[config.mk]
export PLATFORM = sky130hd
export DESIGN_NAME = rfevt_seq
export DESIGN_NICKNAME = d
export VERILOG_FILES = /design/src/rtl/rfevt_pkg.sv /design/src/rtl/rfevt_rx_track.sv /design/src/rtl/rfevt_tx_track.sv /design/src/rtl/rfevt_irq_regs.sv /design/src/rtl/rfevt_seq.sv
export SDC_FILE = /design/constraint.sdc
export NUM_CORES = 1
export LEC_CHECK = 0
export BUFFER_PORTS_ARGS = -buffer_cell sky130_fd_sc_hd__buf_2
export CORE_ASPECT_RATIO = 1.75
export CORE_UTILIZATION = 45
export DETAILED_ROUTE_END_ITERATION = 10
export HOLD_SLACK_MARGIN = 0.02
export PLACE_DENSITY = 0.71
export RECOVER_POWER = 25
export SYNTH_ARGS = -nofsm -noshare
export SYNTH_HDL_FRONTEND = slang
export SYNTH_SLANG_ARGS = --single-unit
[constraint.sdc]
create_clock -name clk -period 3.9 [get_ports clk]
set_input_delay 0.78 -clock clk [delete_from_list [all_inputs] [get_ports clk]]
set_output_delay 0.78 -clock clk [all_outputs]
set_load 0.05 [all_outputs]
[src/rtl/rfevt_pkg.sv]
// Shared types and event bit positions for the frame event sequencer.
package rfevt_pkg;
    // Transceiver state; the encoding is visible on the trx_state port.
    typedef enum logic [1:0] {
        TRX_RX_ON   = 2'd0,
        TRX_BUSY_RX = 2'd1,
        TRX_PLL_ON  = 2'd2,
        TRX_BUSY_TX = 2'd3
    } trx_state_e;

    // Receive parser phase.
    typedef enum logic [1:0] {
        PH_HUNT = 2'd0,
        PH_LEN  = 2'd1,
        PH_BODY = 2'd2
    } rx_phase_e;

    localparam int EV_START = 0;
    localparam int EV_ADDR  = 1;
    localparam int EV_END   = 2;
    localparam int EV_NUM   = 3;
endpackage

[src/rtl/rfevt_rx_track.sv]
// Receive octet tracker: hunts for the delimiter, captures the length
// header, counts body octets and emits start, address-match and end
// events as single-cycle pulses in the cycle the octet is taken.
// Assumes one octet per rx_vld cycle; the parser is held in hunt while en is low.
module rfevt_rx_track
    import rfevt_pkg::*;
#(
    parameter int OCT_W = 8,
    parameter int LEN_W = 7
) (
    input  logic             clk,
    input  logic             rst_n,
    input  logic             en,
    input  logic             rx_vld,
    input  logic [OCT_W-1:0] rx_data,
    input  logic             rx_sfd,
    input  logic             filt_pass,
    input  logic [LEN_W-1:0] mhr_len,
    output logic             ev_start,
    output logic             ev_addr,
    output logic             ev_end
);
    localparam logic [LEN_W:0] FCS_OCT = (LEN_W+1)'(2);

    rx_phase_e        phase_q;
    logic [LEN_W-1:0] len_q;
    logic [LEN_W-1:0] mhr_q;
    logic [LEN_W-1:0] idx_q;
    logic             fits_q;

    logic             take;
    logic [LEN_W-1:0] phr_len;
    logic [LEN_W:0]   idx_nxt;
    logic [LEN_W:0]   hdr_need;
    logic             rx_unused_bits;

    // Decode the length field and the next body index.
    always_comb begin
        take     = en && rx_vld;
        phr_len  = rx_data[LEN_W-1:0];
        idx_nxt  = {1'b0, idx_q} + (LEN_W+1)'(1);
        hdr_need = {1'b0, mhr_len} + FCS_OCT;
    end

    assign rx_unused_bits = ^rx_data[OCT_W-1:LEN_W];

    // Event pulses, valid in the cycle the octet is taken.
    always_comb begin
        ev_start = (phase_q == PH_LEN) && take && (phr_len != '0);
        ev_addr  = (phase_q == PH_BODY) && take && fits_q && filt_pass &&
                   (idx_nxt == {1'b0, mhr_q});
        ev_end   = (phase_q == PH_BODY) && take && (idx_nxt == {1'b0, len_q});
    end

    // Phase, length capture and body counter.
    always_ff @(posedge clk) begin
        if (!rst_n || !en) begin
            phase_q <= PH_HUNT;
            len_q   <= '0;
            mhr_q   <= '0;
            idx_q   <= '0;
            fits_q  <= 1'b0;
        end else if (take) begin
            case (phase_q)
                PH_HUNT: if (rx_sfd) phase_q <= PH_LEN;
                PH_LEN: begin
                    if (phr_len != '0) begin
                        phase_q <= PH_BODY;
                        len_q   <= phr_len;
                        mhr_q   <= mhr_len;
                        idx_q   <= '0;
                        fits_q  <= (mhr_len != '0) && (hdr_need <= {1'b0, phr_len});
                    end else begin
                        phase_q <= PH_HUNT;
                    end
                end
                PH_BODY: begin
                    idx_q <= idx_nxt[LEN_W-1:0];
                    if (idx_nxt == {1'b0, len_q}) phase_q <= PH_HUNT;
                end
                default: phase_q <= PH_HUNT;
            endcase
        end
    end

    // an address match only happens inside a frame body and when the header fits.
    assert_addr_in_body_R4: assert property (@(posedge clk) disable iff (!rst_n)
        ev_addr |-> (phase_q == PH_BODY) && fits_q);

    // the body index never runs past the captured length.
    assert_idx_bound_R5: assert property (@(posedge clk) disable iff (!rst_n)
        (phase_q == PH_BODY) |-> (idx_q < len_q));
endmodule

[src/rtl/rfevt_tx_track.sv]
// Transmit octet tracker: on an accepted start it loads the total on-air
// octet count (length header value plus preamble, delimiter and header
// octets) and counts done strobes down to the frame end.
// Assumes tx_octet_done pulses once per octet sent; strobes while idle are dropped.
module rfevt_tx_track #(
    parameter int LEN_W   = 7,
    parameter int PRE_OCT = 4,
    parameter int SFD_OCT = 1,
    parameter int PHR_OCT = 1
) (
    input  logic             clk,
    input  logic             rst_n,
    input  logic             start_ok,
    input  logic             tx_start,
    input  logic [LEN_W-1:0] tx_len,
    input  logic             tx_octet_done,
    output logic             ev_begin,
    output logic             ev_end
);
    localparam int OVH   = PRE_OCT + SFD_OCT + PHR_OCT;
    localparam int TXC_W = $clog2((1 << LEN_W) + OVH);

    logic             busy_q;
    logic [TXC_W-1:0] cnt_q;
    logic [TXC_W-1:0] total_q;
    logic [TXC_W-1:0] cnt_nxt;

    // Start acceptance and end detection.
    always_comb begin
        cnt_nxt  = cnt_q + TXC_W'(1);
        ev_begin = !busy_q && start_ok && tx_start && (tx_len != '0);
        ev_end   = busy_q && tx_octet_done && (cnt_nxt == total_q);
    end

    // Busy flag and sent-octet counter.
    always_ff @(posedge clk) begin
        if (!rst_n) begin
            busy_q  <= 1'b0;
            cnt_q   <= '0;
            total_q <= '0;
        end else if (ev_begin) begin
            busy_q  <= 1'b1;
            cnt_q   <= '0;
            total_q <= TXC_W'(tx_len) + TXC_W'(OVH);
        end else if (busy_q && tx_octet_done) begin
            cnt_q <= cnt_nxt;
            if (cnt_nxt == total_q) busy_q <= 1'b0;
        end
    end

    // the count stays below the frame total while transmitting.
    assert_tx_count_R6: assert property (@(posedge clk) disable iff (!rst_n)
        busy_q |-> (cnt_q < total_q));
endmodule

[src/rtl/rfevt_irq_regs.sv]
// Interrupt status and request: each event pulse sets its own sticky bit,
// a read strobe clears all bits in one cycle (a same-cycle event survives),
// and the request line is the OR of the unmasked bits.
module rfevt_irq_regs #(
    parameter int NEV = 3
) (
    input  logic           clk,
    input  logic           rst_n,
    input  logic [NEV-1:0] ev,
    input  logic [NEV-1:0] mask,
    input  logic           rd,
    output logic [NEV-1:0] stat,
    output logic           irq
);
    logic [NEV-1:0] stat_q;
    logic [NEV-1:0] pend;

    genvar k;
    generate
        for (k = 0; k < NEV; k++) begin : g_bit
            // Sticky status bit with clear-on-read; a set beats the clear.
            always_ff @(posedge clk) begin
                if (!rst_n)     stat_q[k] <= 1'b0;
                else if (ev[k]) stat_q[k] <= 1'b1;
                else if (rd)    stat_q[k] <= 1'b0;
            end
            assign pend[k] = stat_q[k] & mask[k];
        end
    endgenerate

    assign stat = stat_q;
    assign irq  = |pend;

    // a read with no new events leaves nothing set.
    assert_rd_clear_R9: assert property (@(posedge clk) disable iff (!rst_n)
        (rd && (ev == '0)) |=> (stat_q == '0));

    // an event is never lost, even if it meets a read.
    assert_ev_kept_R9: assert property (@(posedge clk) disable iff (!rst_n)
        (ev != '0) |=> ((stat_q & $past(ev)) == $past(ev)));

    // with nothing recorded the request line is low.
    assert_irq_quiet_R10: assert property (@(posedge clk) disable iff (!rst_n)
        (stat_q == '0) |-> !irq);
endmodule

[src/rtl/rfevt_seq.sv]
// Frame event sequencer top: owns the transceiver state, routes octet
// streams to the receive and transmit trackers and gathers their events
// into the interrupt status block.
// Assumes rx and tx octet streams are already aligned to clk.
module rfevt_seq
    import rfevt_pkg::*;
#(
    parameter int OCT_W   = 8,
    parameter int LEN_W   = 7,
    parameter int PRE_OCT = 4
) (
    input  logic              clk,
    input  logic              rst_n,
    input  logic              tx_mode,
    input  logic              rx_vld,
    input  logic [OCT_W-1:0]  rx_data,
    input  logic              rx_sfd,
    input  logic              filt_pass,
    input  logic [LEN_W-1:0]  mhr_len,
    input  logic              tx_start,
    input  logic [LEN_W-1:0]  tx_len,
    input  logic              tx_octet_done,
    input  logic [EV_NUM-1:0] irq_mask,
    input  logic              stat_rd,
    output logic [1:0]        trx_state,
    output logic [EV_NUM-1:0] irq_stat,
    output logic              irq
);
    trx_state_e        state_q;
    trx_state_e        state_d;
    logic              rx_en;
    logic              tx_ok;
    logic              rx_start_ev;
    logic              rx_addr_ev;
    logic              rx_end_ev;
    logic              tx_begin_ev;
    logic              tx_end_ev;
    logic [EV_NUM-1:0] ev_vec;

    // Enables for the two trackers follow the transceiver state.
    always_comb begin
        rx_en = (state_q == TRX_RX_ON) || (state_q == TRX_BUSY_RX);
        tx_ok = (state_q == TRX_PLL_ON);
    end

    rfevt_rx_track #(.OCT_W(OCT_W), .LEN_W(LEN_W)) rx_i (
        .clk       (clk),
        .rst_n     (rst_n),
        .en        (rx_en),
        .rx_vld    (rx_vld),
        .rx_data   (rx_data),
        .rx_sfd    (rx_sfd),
        .filt_pass (filt_pass),
        .mhr_len   (mhr_len),
        .ev_start  (rx_start_ev),
        .ev_addr   (rx_addr_ev),
        .ev_end    (rx_end_ev)
    );

    rfevt_tx_track #(.LEN_W(LEN_W), .PRE_OCT(PRE_OCT)) tx_i (
        .clk           (clk),
        .rst_n         (rst_n),
        .start_ok      (tx_ok),
        .tx_start      (tx_start),
        .tx_len        (tx_len),
        .tx_octet_done (tx_octet_done),
        .ev_begin      (tx_begin_ev),
        .ev_end        (tx_end_ev)
    );

    // Event vector in status bit order.
    always_comb begin
        ev_vec           = '0;
        ev_vec[EV_START] = rx_start_ev;
        ev_vec[EV_ADDR]  = rx_addr_ev;
        ev_vec[EV_END]   = rx_end_ev | tx_end_ev;
    end

    rfevt_irq_regs #(.NEV(EV_NUM)) irq_i (
        .clk   (clk),
        .rst_n (rst_n),
        .ev    (ev_vec),
        .mask  (irq_mask),
        .rd    (stat_rd),
        .stat  (irq_stat),
        .irq   (irq)
    );

    // Next transceiver state; frame starts take priority over mode changes.
    always_comb begin
        state_d = state_q;
        case (state_q)
            TRX_RX_ON:   if (rx_start_ev) state_d = TRX_BUSY_RX;
                         else if (tx_mode) state_d = TRX_PLL_ON;
            TRX_BUSY_RX: if (rx_end_ev)   state_d = TRX_RX_ON;
            TRX_PLL_ON:  if (tx_begin_ev) state_d = TRX_BUSY_TX;
                         else if (!tx_mode) state_d = TRX_RX_ON;
            TRX_BUSY_TX: if (tx_end_ev)   state_d = TRX_PLL_ON;
            default:     state_d = TRX_RX_ON;
        endcase
    end

    // Transceiver state register.
    always_ff @(posedge clk) begin
        if (!rst_n) state_q <= TRX_RX_ON;
        else        state_q <= state_d;
    end

    assign trx_state = state_q;

    // an accepted length header enters busy-receive with the start bit set.
    assert_start_busy_R2: assert property (@(posedge clk) disable iff (!rst_n)
        (state_q == TRX_RX_ON && rx_start_ev) |=>
            (state_q == TRX_BUSY_RX) && irq_stat[EV_START]);

    // the last body octet returns to listening with the end bit set.
    assert_end_listen_R5: assert property (@(posedge clk) disable iff (!rst_n)
        (state_q == TRX_BUSY_RX && rx_end_ev) |=>
            (state_q == TRX_RX_ON) && irq_stat[EV_END]);

    // busy-receive is held until the frame ends, whatever tx_mode does.
    assert_rx_hold_R8: assert property (@(posedge clk) disable iff (!rst_n)
        (state_q == TRX_BUSY_RX && !rx_end_ev) |=> (state_q == TRX_BUSY_RX));

    // busy-transmit is held until the last octet is sent.
    assert_tx_hold_R8: assert property (@(posedge clk) disable iff (!rst_n)
        (state_q == TRX_BUSY_TX && !tx_end_ev) |=> (state_q == TRX_BUSY_TX));
endmodule

* Word-level counts from Yosys, hierarchy flattened
Cells that the tools add are included.
** Storage, ports and cells
- Output and inout port bits :: 6
- Input bits :: 34
- Register bits :: 46
- Logic and storage cells :: 94
** Cells by class
- Bitwise logic cells :: 5
- Add/subtract/negate cells :: 4
- Equal/unequal tests :: 15
- Muxes and demuxes :: 20
- Reductions and logical operators :: 37
- Order comparisons :: 1
** Operator list (number)
- 7-bit nonzero test :: 3
- 2-bit two-way mux :: 9
- 8-bit by 7-bit == test with 1-bit output :: 2
- 1-bit logical AND :: 14
- 7-bit one-hot mux with 2 select lines :: 1
- 2-bit nonzero test :: 6
- 2-bit inequality test, second input constant :: 5
- 3-bit AND reduction :: 3
- 7-bit by 1-bit adder with 8-bit output, second input constant :: 1
- 7-bit by 2-bit adder with 8-bit output, second input constant :: 1
- 7-bit by 3-bit adder with 8-bit output, second input constant :: 1
- 8-bit by 1-bit adder with 8-bit output, second input constant :: 1
- 8-bit == test :: 1
- 8-bit by 7-bit <= comparator with 1-bit output :: 1
- 2-bit one-hot mux with 4 select lines :: 1
- 1-bit two-way mux :: 7
- 7-bit two-way mux :: 1
- 2-bit == test, second input constant :: 3
- 2-bit one-hot mux with 3 select lines :: 1
- 2-bit by 1-bit == test with 1-bit output, second input constant :: 2
- 2-bit logical NOT :: 2
- 4-bit AND reduction :: 1
- 1-bit AND :: 3
- 1-bit logical NOT :: 3
- 8 further kinds :: 9

* Logic depth before layout (Yosys ltp)
Gate-level depths: netlist (run 1).
- Depth in word-level cells :: 8
- Mapped depth :: 8

* Modules after synthesis
Synthesis (run 1) repeated with hierarchy kept, for this count alone.
** Unflattened totals
- Cells, all modules :: 332
- Area, all modules :: 2839.0 um^2
** Modules (own cells, without submodules)
- rfevt_rx_track :: area each 1586.5 um^2, cells an instance 186, instances 1
- rfevt_tx_track :: area each 1019.7 um^2, cells an instance 121, instances 1
- rfevt_seq :: area each 117.6 um^2, cells an instance 14, instances 1
- rfevt_irq_regs :: area each 115.1 um^2, cells an instance 11, instances 1

* Worst setup path after synthesis (run 1)
OpenSTA, ideal clock, no wires.
- Kind :: input to register
- Start point :: input rx_data[2]
- End point :: register state_q[0], in the netlist trx_state[0]
- Setup slack :: 1725 ps
- Required time :: 3766 ps
- Buffers on the path :: 1
- Arrival :: 2041 ps
- Library setup time :: 134 ps
- Stages on the path :: 6
- Cell sequence :: or4_4 o41ai_4 buf_6 nor3_1 o21ai_1 o311ai_1
** On the way
- Word-level cells in the longest chain between the ends :: 4
- Elaborated cells on any way between the ends :: 6
** RTL lines
- from (decl) :: RTL line rfevt_seq.sv:16 : input logic [OCT_W-1:0] rx_data,
- 7-bit nonzero test (*) :: RTL line rfevt_rx_track.sv:49 : ev_start = (phase_q == PH_LEN) && take && (phr_len != '0);
- 1-bit logical AND (*) :: RTL line rfevt_rx_track.sv:49
- 3-bit by 2-bit inequality test with 1-bit output (no line) or 2-bit two-way mux (tied branches)
- 4-bit AND reduction (no line) or 2-bit one-hot mux with 4 select lines (tied branches)
- to (signal assigned) :: RTL line rfevt_seq.sv:106 : else state_q <= state_d;
- to (decl) :: RTL line rfevt_seq.sv:29 : trx_state_e state_q;
Every way passes the cells marked *; elsewhere a longest branch is shown, timed or not.
A chain may end at the register's enable or synchronous reset.

* Final worst setup path (run 1)
- Start point :: input rx_data[2]
- End point :: register rx_i.idx_q[0]
** On the way
- Word-level cells in the longest chain between the ends :: 3
** RTL lines
- 7-bit nonzero test :: RTL line rfevt_rx_track.sv:67 : if (phr_len != '0) begin
- 2-bit inequality test (no line)
- 3-bit AND reduction (no line)
- to (signal assigned) :: RTL line rfevt_rx_track.sv:78 : idx_q <= idx_nxt[LEN_W-1:0];
- to (decl) :: RTL line rfevt_rx_track.sv:28 : logic [LEN_W-1:0] idx_q;
No other way between the ends.

==> results.sh, run 1 <==
export IMPL_async_flop_share=0
export IMPL_synth_top_area_cell="dfxtp_1"
export IMPL_place_hpwl_microns=4970
export IMPL_syn_instance_count=335
export IMPL_ys_ff_latch=46
export IMPL_fp_coreArea_sq_um=6130
export IMPL_r2r_end="trx_state[0]"
export IMPL_syn2layout_area_growth_pct=9.70
export IMPL_crit_path_start="rx_data[2]"
export IMPL_diodes=0
export IMPL_hold_path_class="flop to flop"
export IMPL_drv_slew=0
export IMPL_synth_nets=380
export IMPL_hold_ws_ps=483
export IMPL_post_route_util=0.510
export IMPL_place_gp_congestion=0.835
export IMPL_ys_warn_count=0
export IMPL_htreeDepth=2
export IMPL_clock_root_buffer="clkbuf_8"
export IMPL_r2r_start="rx_i.idx_q[0]"
export IMPL_cts_sinks=46
export IMPL_leakage_nw=1.22
export IMPL_postCtsHoldBufs=0
export IMPL_total_power_mw=1.04
export IMPL_cp_start_kind="input port"
export IMPL_ios=40
export IMPL_tns_ps=0
export IMPL_path_clk_slew_ps=80
export IMPL_synth_area_leaders="dfxtp_1 (32%), xnor2_1 (8.3%), ha_1 (4.8%), nor2_1 (4.1%), nand2_1 (3.9%)"
export IMPL_skew_ps=8.26
export IMPL_antenna_found_initial=0
export IMPL_clock_latency_ps=300
export IMPL_drcViolationCount=0
export IMPL_dr_pass1_iters=4
export IMPL_layout_common_cells="dfxtp_1 (46), buf_2 (34), nor2_1 (31)"
export IMPL_finish_instance_area_sq_um=3130
export IMPL_crit_path_end="rx_i.idx_q[0]"
export IMPL_die_area_sq_um=6670
export IMPL_r2r_slack_ps=1740
export IMPL_yosysTopAreaCellShare=0.323
export IMPL_drt_wl_total_microns=6360
export IMPL_overflow=0
export IMPL_reg2regPathDepth=7
export IMPL_fin_nets=410
export IMPL_fin_crit_ps=2410
export IMPL_maxCapViolations=0
export IMPL_synth_area_sq_um=2850
export IMPL_status="finished clean"
export IMPL_synth_cell_type_count=58
export IMPL_die_w_microns=62.2
export IMPL_worst_pin_slew_ps=913
export IMPL_std_cell_rows=38
export IMPL_hold_violations=0
export IMPL_wl_per_cell_microns=14.3
export IMPL_first_global_vias=2325
export IMPL_seq_area_frac_synth=0.323
export IMPL_criticalPathCategory="input port to flop"
export IMPL_required_ps=4130
export IMPL_grt_max_degree=25
export IMPL_drt_iter0_markers=86
export IMPL_clk_path_buf_depth=2
export IMPL_cts_resized=0
export IMPL_vias_per_cell=5.55
export IMPL_setup_violations_final=0
export IMPL_initial_core_util=0.465
export IMPL_cts_setup_buffers=0
export IMPL_grt_pass1_wl_microns=10600
export IMPL_numPortBuffers=38
export IMPL_worstPathArrival_ps=2630
export IMPL_numCtsBuffers=5
export IMPL_cts_tree="done"
export IMPL_synth_avg_cell_area_sq_um=8.51
export IMPL_grt_usage=0.202
export IMPL_cp_max_fo=12
export IMPL_ant_nets=0
export IMPL_placed_area_sq_um=3060
export IMPL_irDropWorstVdd_mv=0.251
export IMPL_stdcell_count=445
export IMPL_min_period_over_period=0.617
export IMPL_rsz0062_at_grt="no"
export IMPL_slew_headroom=0.391
export IMPL_setup_slack_ps=1490
export IMPL_power_density_nw_per_um2=333
export IMPL_synth_edff_count=0
export IMPL_fp_dieH_microns=107
export IMPL_drive_above_1_share=0.140
export IMPL_layout_commonest_cell="dfxtp_1"
export IMPL_dp_cells=438
export IMPL_place_ws_ps=1160
export IMPL_cp_end_kind="flop"
export IMPL_vias=2470
export IMPL_synth_main_ff_cell="dfxtp_1"
export IMPL_max_clock_freq_mhz=415
==> cell families (layout without fill, tap and decap cells) <==
group	count (synthesis)	after routing	synth area share
AND/OR/NAND/NOR	131	131	0.231
flip-flops	46	46	0.323
AO/OA/AOI/OAI	64	64	0.165
multiplexers	11	11	0.0408
XOR/XNOR	41	41	0.140
buffers and inverters	31	61	0.0518
adder cells (fa/ha/maj)	11	11	0.0483
==> synth_stat cells (all sizes together) (2+ instances only) <==
master  number
dfxtp       46
nor2        32
nand2       31
xnor2       27
a21oi       19
nand3       17
inv         15
o21ai       13
ha          11
nor3        11
xor2        11
clkbuf      10
mux2i        9
nor2b        9
buf          6
nor4         6
and3         5
nand2b       5
nand4        5
o211a        5
o21a         5
or4          3
xnor3        3
a22oi        2
and4         2
mux2         2
o221ai       2
==> routing by layer <==
metal  up-vias  wire, microns  GRT usage
met5         -              0          0
met4         0            171     0.0847
met3        14            196     0.0318
met2        47           3580      0.404
met1      1171           2420      0.200
li1       1238              -          -
==> worst max-delay path, cell delays in order <==
cell and delay (ps):
buf_2 120, or4_4 560, o41ai_4 630, nand2_2 160, mux2_4 300, nor2_2 70
==> power by group <==
group | internal (mW) | total [mW] | switching (mW)
logic | 0.0948 | 0.234 | 0.139
registers | 0.498 | 0.534 | 0.0353
clock network | 0.120 | 0.273 | 0.153
total | 0.714 | 1.04 | 0.327
==> final cells by class <==
| cell class | instances | area [sq um] |
|---|---|---|
| Fill cell | 614 | 3010 |
| Multi-Input combinational cell | 258 | 1780 |
| Clock inverter | 2 | 10.0 |
| Inverter | 15 | 56.3 |
| Tap cell | 80 | 100 |
| Timing Repair Buffer | 39 | 189 |
| Sequential cell | 46 | 921 |
| Clock buffer | 5 | 68.8 |
==> sequential cells by signal, indices dropped and copies added, names as in the netlist, 2 cells and up <==
name          cells
rx_i.mhr_q        7
tx_i.total_q      8
rx_i.len_q        7
rx_i.idx_q        7
irq_i.stat        3
trx_state         2
tx_i.cnt_q        8
rx_i.phase_q      2
==> worst min path at each step <==
stage	cells after the start	from	end	slack, ps
finish	2	rx_i.len_q[0]	rx_i.len_q[0]	480
detailed placement	2	rx_i.len_q[0]	rx_i.len_q[0]	470
global route	2	rx_i.len_q[0]	rx_i.len_q[0]	500
floorplan	2	rx_i.len_q[5]	rx_i.len_q[5]	440
global placement	2	rx_i.len_q[1]	rx_i.len_q[1]	460
CTS	2	rx_i.len_q[1]	rx_i.len_q[1]	480
Power figures use the tool's default switching activity.
==> inputs of run 2 (changes only) <==
--- a/config.mk
+++ b/config.mk
@@ -10,7 +10,7 @@
 export CORE_UTILIZATION = 45
 export DETAILED_ROUTE_END_ITERATION = 10
 export HOLD_SLACK_MARGIN = 0.02
-export PLACE_DENSITY = 0.71
+export PLACE_DENSITY = 0.74
 export RECOVER_POWER = 25
 export SYNTH_ARGS = -nofsm -noshare
 export SYNTH_HDL_FRONTEND = slang
==> constraint.sdc (replaced) <==
create_clock -name clk -period 2.2 [get_ports clk]
set_input_delay 0.44 -clock clk [delete_from_list [all_inputs] [get_ports clk]]
set_output_delay 0.44 -clock clk [all_outputs]
set_load 0.05 [all_outputs]
==> results.sh, run 2 (synthesis results as in run 1) <==
export IMPL_drive_above_1_share=0.160
export IMPL_drt_wl_total_microns=6550
export IMPL_hold_path_class="input port to flop"
export IMPL_vias_per_cell=5.53
export IMPL_std_cell_rows=38
export IMPL_syn2layout_area_growth_pct=13.1
export IMPL_maxCapViolations=0
export IMPL_place_hpwl_microns=5230
export IMPL_numPortBuffers=38
export IMPL_antenna_found_initial=0
export IMPL_skew_ps=9.44
export IMPL_status="finished clean"
export IMPL_diodes=0
export IMPL_worstPathArrival_ps=2280
export IMPL_cp_max_fo=5
export IMPL_cts_setup_buffers=0
export IMPL_hold_violations=0
export IMPL_fp_coreArea_sq_um=6130
export IMPL_required_ps=2410
export IMPL_fin_nets=419
export IMPL_grt_max_degree=25
export IMPL_cp_start_kind="flop"
export IMPL_layout_common_cells="dfxtp_1 (46), buf_2 (33), nor2_1 (31)"
export IMPL_rsz0062_at_grt="no"
export IMPL_vias=2515
export IMPL_drv_slew=0
export IMPL_htreeDepth=2
export IMPL_clock_root_buffer="clkbuf_8"
export IMPL_initial_core_util=0.465
export IMPL_criticalPathCategory="flop to flop"
export IMPL_place_gp_congestion=0.901
export IMPL_min_period_over_period=0.937
export IMPL_layout_commonest_cell="dfxtp_1"
export IMPL_tns_ps=0
export IMPL_path_clk_slew_ps=90
export IMPL_drt_iter0_markers=86
export IMPL_clock_latency_ps=310
export IMPL_ios=40
export IMPL_overflow=0
export IMPL_setup_violations_final=0
export IMPL_n_fill_cell=587
export IMPL_postCtsHoldBufs=0
export IMPL_worst_pin_slew_ps=1110
export IMPL_grt_pass1_wl_microns=11000
export IMPL_irDropWorstVdd_mv=0.444
export IMPL_power_density_nw_per_um2=627
export IMPL_cts_resized=0
export IMPL_hold_ws_ps=401
export IMPL_die_area_sq_um=6670
export IMPL_fin_crit_ps=2060
export IMPL_clk_path_buf_depth=2
export IMPL_reg_top3="tx_i.cnt_q: 8 flops, tx_i.total_q: 8 flops"
export IMPL_wl_per_cell_microns=14.4
export IMPL_leakage_nw=1.28
export IMPL_cp_end_kind="flop"
export IMPL_grt_usage=0.212
export IMPL_cts_sinks=46
export IMPL_max_clock_freq_mhz=485
export IMPL_dr_pass1_iters=4
export IMPL_die_w_microns=62.2
export IMPL_fp_dieH_microns=107
export IMPL_slew_headroom=0.259
export IMPL_drcViolationCount=0
export IMPL_numCtsBuffers=5
export IMPL_cts_tree="done"
export IMPL_first_global_vias=2426
export IMPL_ant_nets=0
run 2: final timing paths:
check                                  endpoint  depth (start not counted)     startpoint  slack, ps
worst max-delay path               trx_state[0]                          7  rx_i.idx_q[1]        140
worst min-delay path            rx_i.phase_q[0]                          3         rx_sfd        400
worst max register to register     trx_state[0]                          7  rx_i.idx_q[1]        140
worst min register to register    rx_i.len_q[0]                          2  rx_i.len_q[0]        490
run 2: worst max-delay path: stages, from the launching register on:
cell,delay (ps)
dfxtp_1,420
ha_1,290
and3_1,200
and3_1,270
xnor3_1,280
and4_1,240
nand4bb_1,190
o311ai_1,80
run 2: area by class of cell:
class / instances / area (sq um) / share of cell area
multi-input cells: 258 / 1780 / 0.553
repair buffers: 48 / 255 / 0.0792
flip-flops and latches: 46 / 921 / 0.286
well taps: 80 / 100 / 0.0310
clock inverters: 3 / 40.0 / 0.0124
inverters: 15 / 56.3 / 0.0175
clock buffers: 5 / 68.8 / 0.0213
run 2: metrics by stage:
step / utilization / total power [mW] / instances / instance area (sq um) / setup WS (ps)
after floorplan: - / 1.26 / 335 / 2850 / 312
after global placement: 0.510 / 1.41 / 447 / 3130 / 165
after detailed placement: 0.510 / 1.42 / 447 / 3130 / 125
after CTS: 0.527 / 2.04 / 455 / 3230 / 163
after global routing: 0.526 / 2.12 / 455 / 3220 / 54.2
final: 0.526 / 2.02 / 455 / 3220 / 138
run 2: layer usage:
layer / vias up / GRT usage / share of wire
met3: 13 / 0.0318 / 0.031
met2: 50 / 0.432 / 0.57
met5: - / 0 / 0
met1: 1191 / 0.202 / 0.38
li1: 1261 / - / -
met4: 0 / 0.0963 / 0.024
run 2: power by group:
part | switching (mW) | internal, mW | leakage [nW]
Sequential | 0.0546 | 0.884 | 0.372
Combinational | 0.268 | 0.185 | 0.848
Clock | 0.296 | 0.335 | 0.0579
Total | 0.619 | 1.40 | 1.28
==> inputs of run 3 (changes only) <==
--- a/config.mk
+++ b/config.mk
@@ -6,7 +6,7 @@
 export NUM_CORES = 1
 export LEC_CHECK = 0
 export BUFFER_PORTS_ARGS = -buffer_cell sky130_fd_sc_hd__buf_2
-export CORE_ASPECT_RATIO = 1.75
+export CORE_ASPECT_RATIO = 1.1
 export CORE_UTILIZATION = 45
 export DETAILED_ROUTE_END_ITERATION = 10
 export HOLD_SLACK_MARGIN = 0.02
==> results.sh, run 3 (synthesis results as in run 1) <==
export IMPL_status="finished clean"
export IMPL_post_route_util=0.522
export IMPL_reg_top3="tx_i.cnt_q: 8 flops, tx_i.total_q: 8 flops"
export IMPL_hold_violations=0
export IMPL_clock_latency_ps=290
export IMPL_layout_common_cells="dfxtp_1 (45), buf_2 (33), nor2_1 (31)"
export IMPL_dr_pass1_iters=4
export IMPL_place_ws_ps=122
export IMPL_fp_coreArea_sq_um=6160
export IMPL_power_density_nw_per_um2=594
export IMPL_vias_per_cell=5.32
export IMPL_path_delay_family="compound AO/OA/AOI/OAI gates"
export IMPL_fp_dieH_microns=85.5
export IMPL_maxCapViolations=0
export IMPL_cts_sinks=46
export IMPL_clock_root_buffer="clkbuf_8"
export IMPL_setup_violations_final=0
export IMPL_regArea_sq_um=922
export IMPL_drt_iter0_markers=162
export IMPL_irDropWorstVdd_mv=0.411
export IMPL_slowest_delay_ps=340
export IMPL_path_clk_slew_ps=90
export IMPL_n_fill_cell=591
export IMPL_reg2regPathDepth=7
export IMPL_hold_path_class="input port to flop"
export IMPL_cp_max_fo=3
export IMPL_leakage_nw=1.27
export IMPL_r2r_end="tx_i.busy_q"
export IMPL_setup_slack_ps=156
export IMPL_worstPathArrival_ps=2220
export IMPL_grt_usage=0.183
export IMPL_cp_end_kind="flop"
export IMPL_grt_met1_usage=0.242
export IMPL_postCtsHoldBufs=0
export IMPL_holdPathEnd="rx_i.phase_q[0]"
export IMPL_die_w_microns=77.9
export IMPL_hold_start="rx_sfd"
export IMPL_ant_nets=0
export IMPL_tns_ps=0
export IMPL_ios=40
export IMPL_multi_input_area_sq_um=1780
export IMPL_htreeDepth=2
export IMPL_grt_max_degree=25
export IMPL_vias=2420
export IMPL_cts_tree="done"
export IMPL_diodes=0
export IMPL_grt_pass1_wl_microns=9870
export IMPL_place_hpwl_microns=4520
export IMPL_total_power_mw=1.91
export IMPL_cp_start_kind="flop"
export IMPL_layout_commonest_cell="dfxtp_1"
export IMPL_use_met2=0.314
export IMPL_required_ps=2370
export IMPL_r2r_slack_ps=160
export IMPL_first_global_vias=2192
export IMPL_min_path_cells=3
export IMPL_cp_cell_sequence="ha_1 > xor2_1 > a2111oi_1 > and3_1 > o221ai_1 > a221oi_2 > o21ai_0"
export IMPL_skew_ps=4.98
export IMPL_r2r_start="tx_i.cnt_q[0]"
export IMPL_worst_pin_slew_ps=1120
export IMPL_slew_headroom=0.253
export IMPL_cts_setup_buffers=0
export IMPL_syn2layout_area_growth_pct=12.7
export IMPL_criticalPathCategory="flop to flop"
export IMPL_antenna_found_initial=0
export IMPL_std_cell_rows=30
export IMPL_fin_nets=419
export IMPL_clk_path_buf_depth=2
export IMPL_numPortBuffers=38
export IMPL_drv_slew=0
export IMPL_rsz0062_at_grt="no"
export IMPL_drcViolationCount=0
export IMPL_drive_above_1_share=0.163
export IMPL_grtUsageMet3=0.0287
export IMPL_max_clock_freq_mhz=489
export IMPL_cp_slowest_cell="a221oi_2"
export IMPL_die_area_sq_um=6660
export IMPL_wl_per_cell_microns=12.7
export IMPL_crit_buf_inv=0
export IMPL_fin_crit_ps=2040
export IMPL_place_gp_congestion=0.806
export IMPL_min_period_over_period=0.929
export IMPL_initial_core_util=0.463
export IMPL_numCtsBuffers=5
export IMPL_drt_wl_total_microns=5800
export IMPL_grt_busiest_layer="met2"
export IMPL_overflow=0
## run 3: changes by cell type in the layout (fill, tap and decap cells not counted), sizes merged
cell,previous run,this run
bufinv,1,0
clkinvlp,0,1
clkinv,2,1
clkbuf,11,12
## run 3: worst reg2reg max path: cells and delay by family, from the launching register on
kind	cells	cell delay (ps)
and+or+nand+nor	1	200
DFF	1	330
AOI/OAI and AO/OA	4	900
xor gates and xnor gates	1	180
adders and majority gates	1	320
## run 3: worst max path at each step
stage                              from         endpoint  slack (ps)  depth (start not counted)
final                     tx_i.cnt_q[0]      tx_i.busy_q         160                          7
after CTS                 tx_i.cnt_q[0]     trx_state[0]         120                          7
after global placement       rx_data[2]    rx_i.idx_q[0]         160                          7
after detailed placement     rx_data[2]    rx_i.idx_q[0]         120                          7
after global routing      tx_i.cnt_q[0]      tx_i.busy_q          10                          7
after floorplan            trx_state[1]  tx_i.total_q[4]         310                          5
## run 3: routing by layer
metal / up-vias / share of wire
met2: 38 / 0.49
met4: 0 / 0.0028
met3: 2 / 0.030
met5: - / 0
met1: 1126 / 0.48
li1: 1254 / -
## run 3: report_power, final
group | leakage (nW) | total (mW) | internal [mW] | switching, mW
sequential | 0.373 | 0.945 | 0.883 | 0.0618
combinational | 0.849 | 0.430 | 0.177 | 0.253
clock | 0.0472 | 0.532 | 0.253 | 0.279
## run 3: final cells by class
type	count	area share
clock buffers	6	0.0257
multi-input cells	258	0.555
repair buffers	48	0.0794
inverters	15	0.0175
flip-flops and latches	46	0.287
clock inverters	2	0.00389
well taps	80	0.0312
## run 3: timing repair
item	CTS	global route
setup endpoints to repair	0	3
resized for setup	0	2
endpoints found under the hold margin	0	0
## run 3: metrics by stage
| step | area (sq um) | cells | hold WS (ps) |
|---|---|---|---|
| after detailed placement | 3130 | 447 | 466 |
| after global placement | 3130 | 447 | 458 |
| after floorplan | 2850 | 335 | 437 |
| after global routing | 3210 | 455 | 414 |
| after CTS | 3220 | 455 | 387 |
| final | 3210 | 455 | 399 |
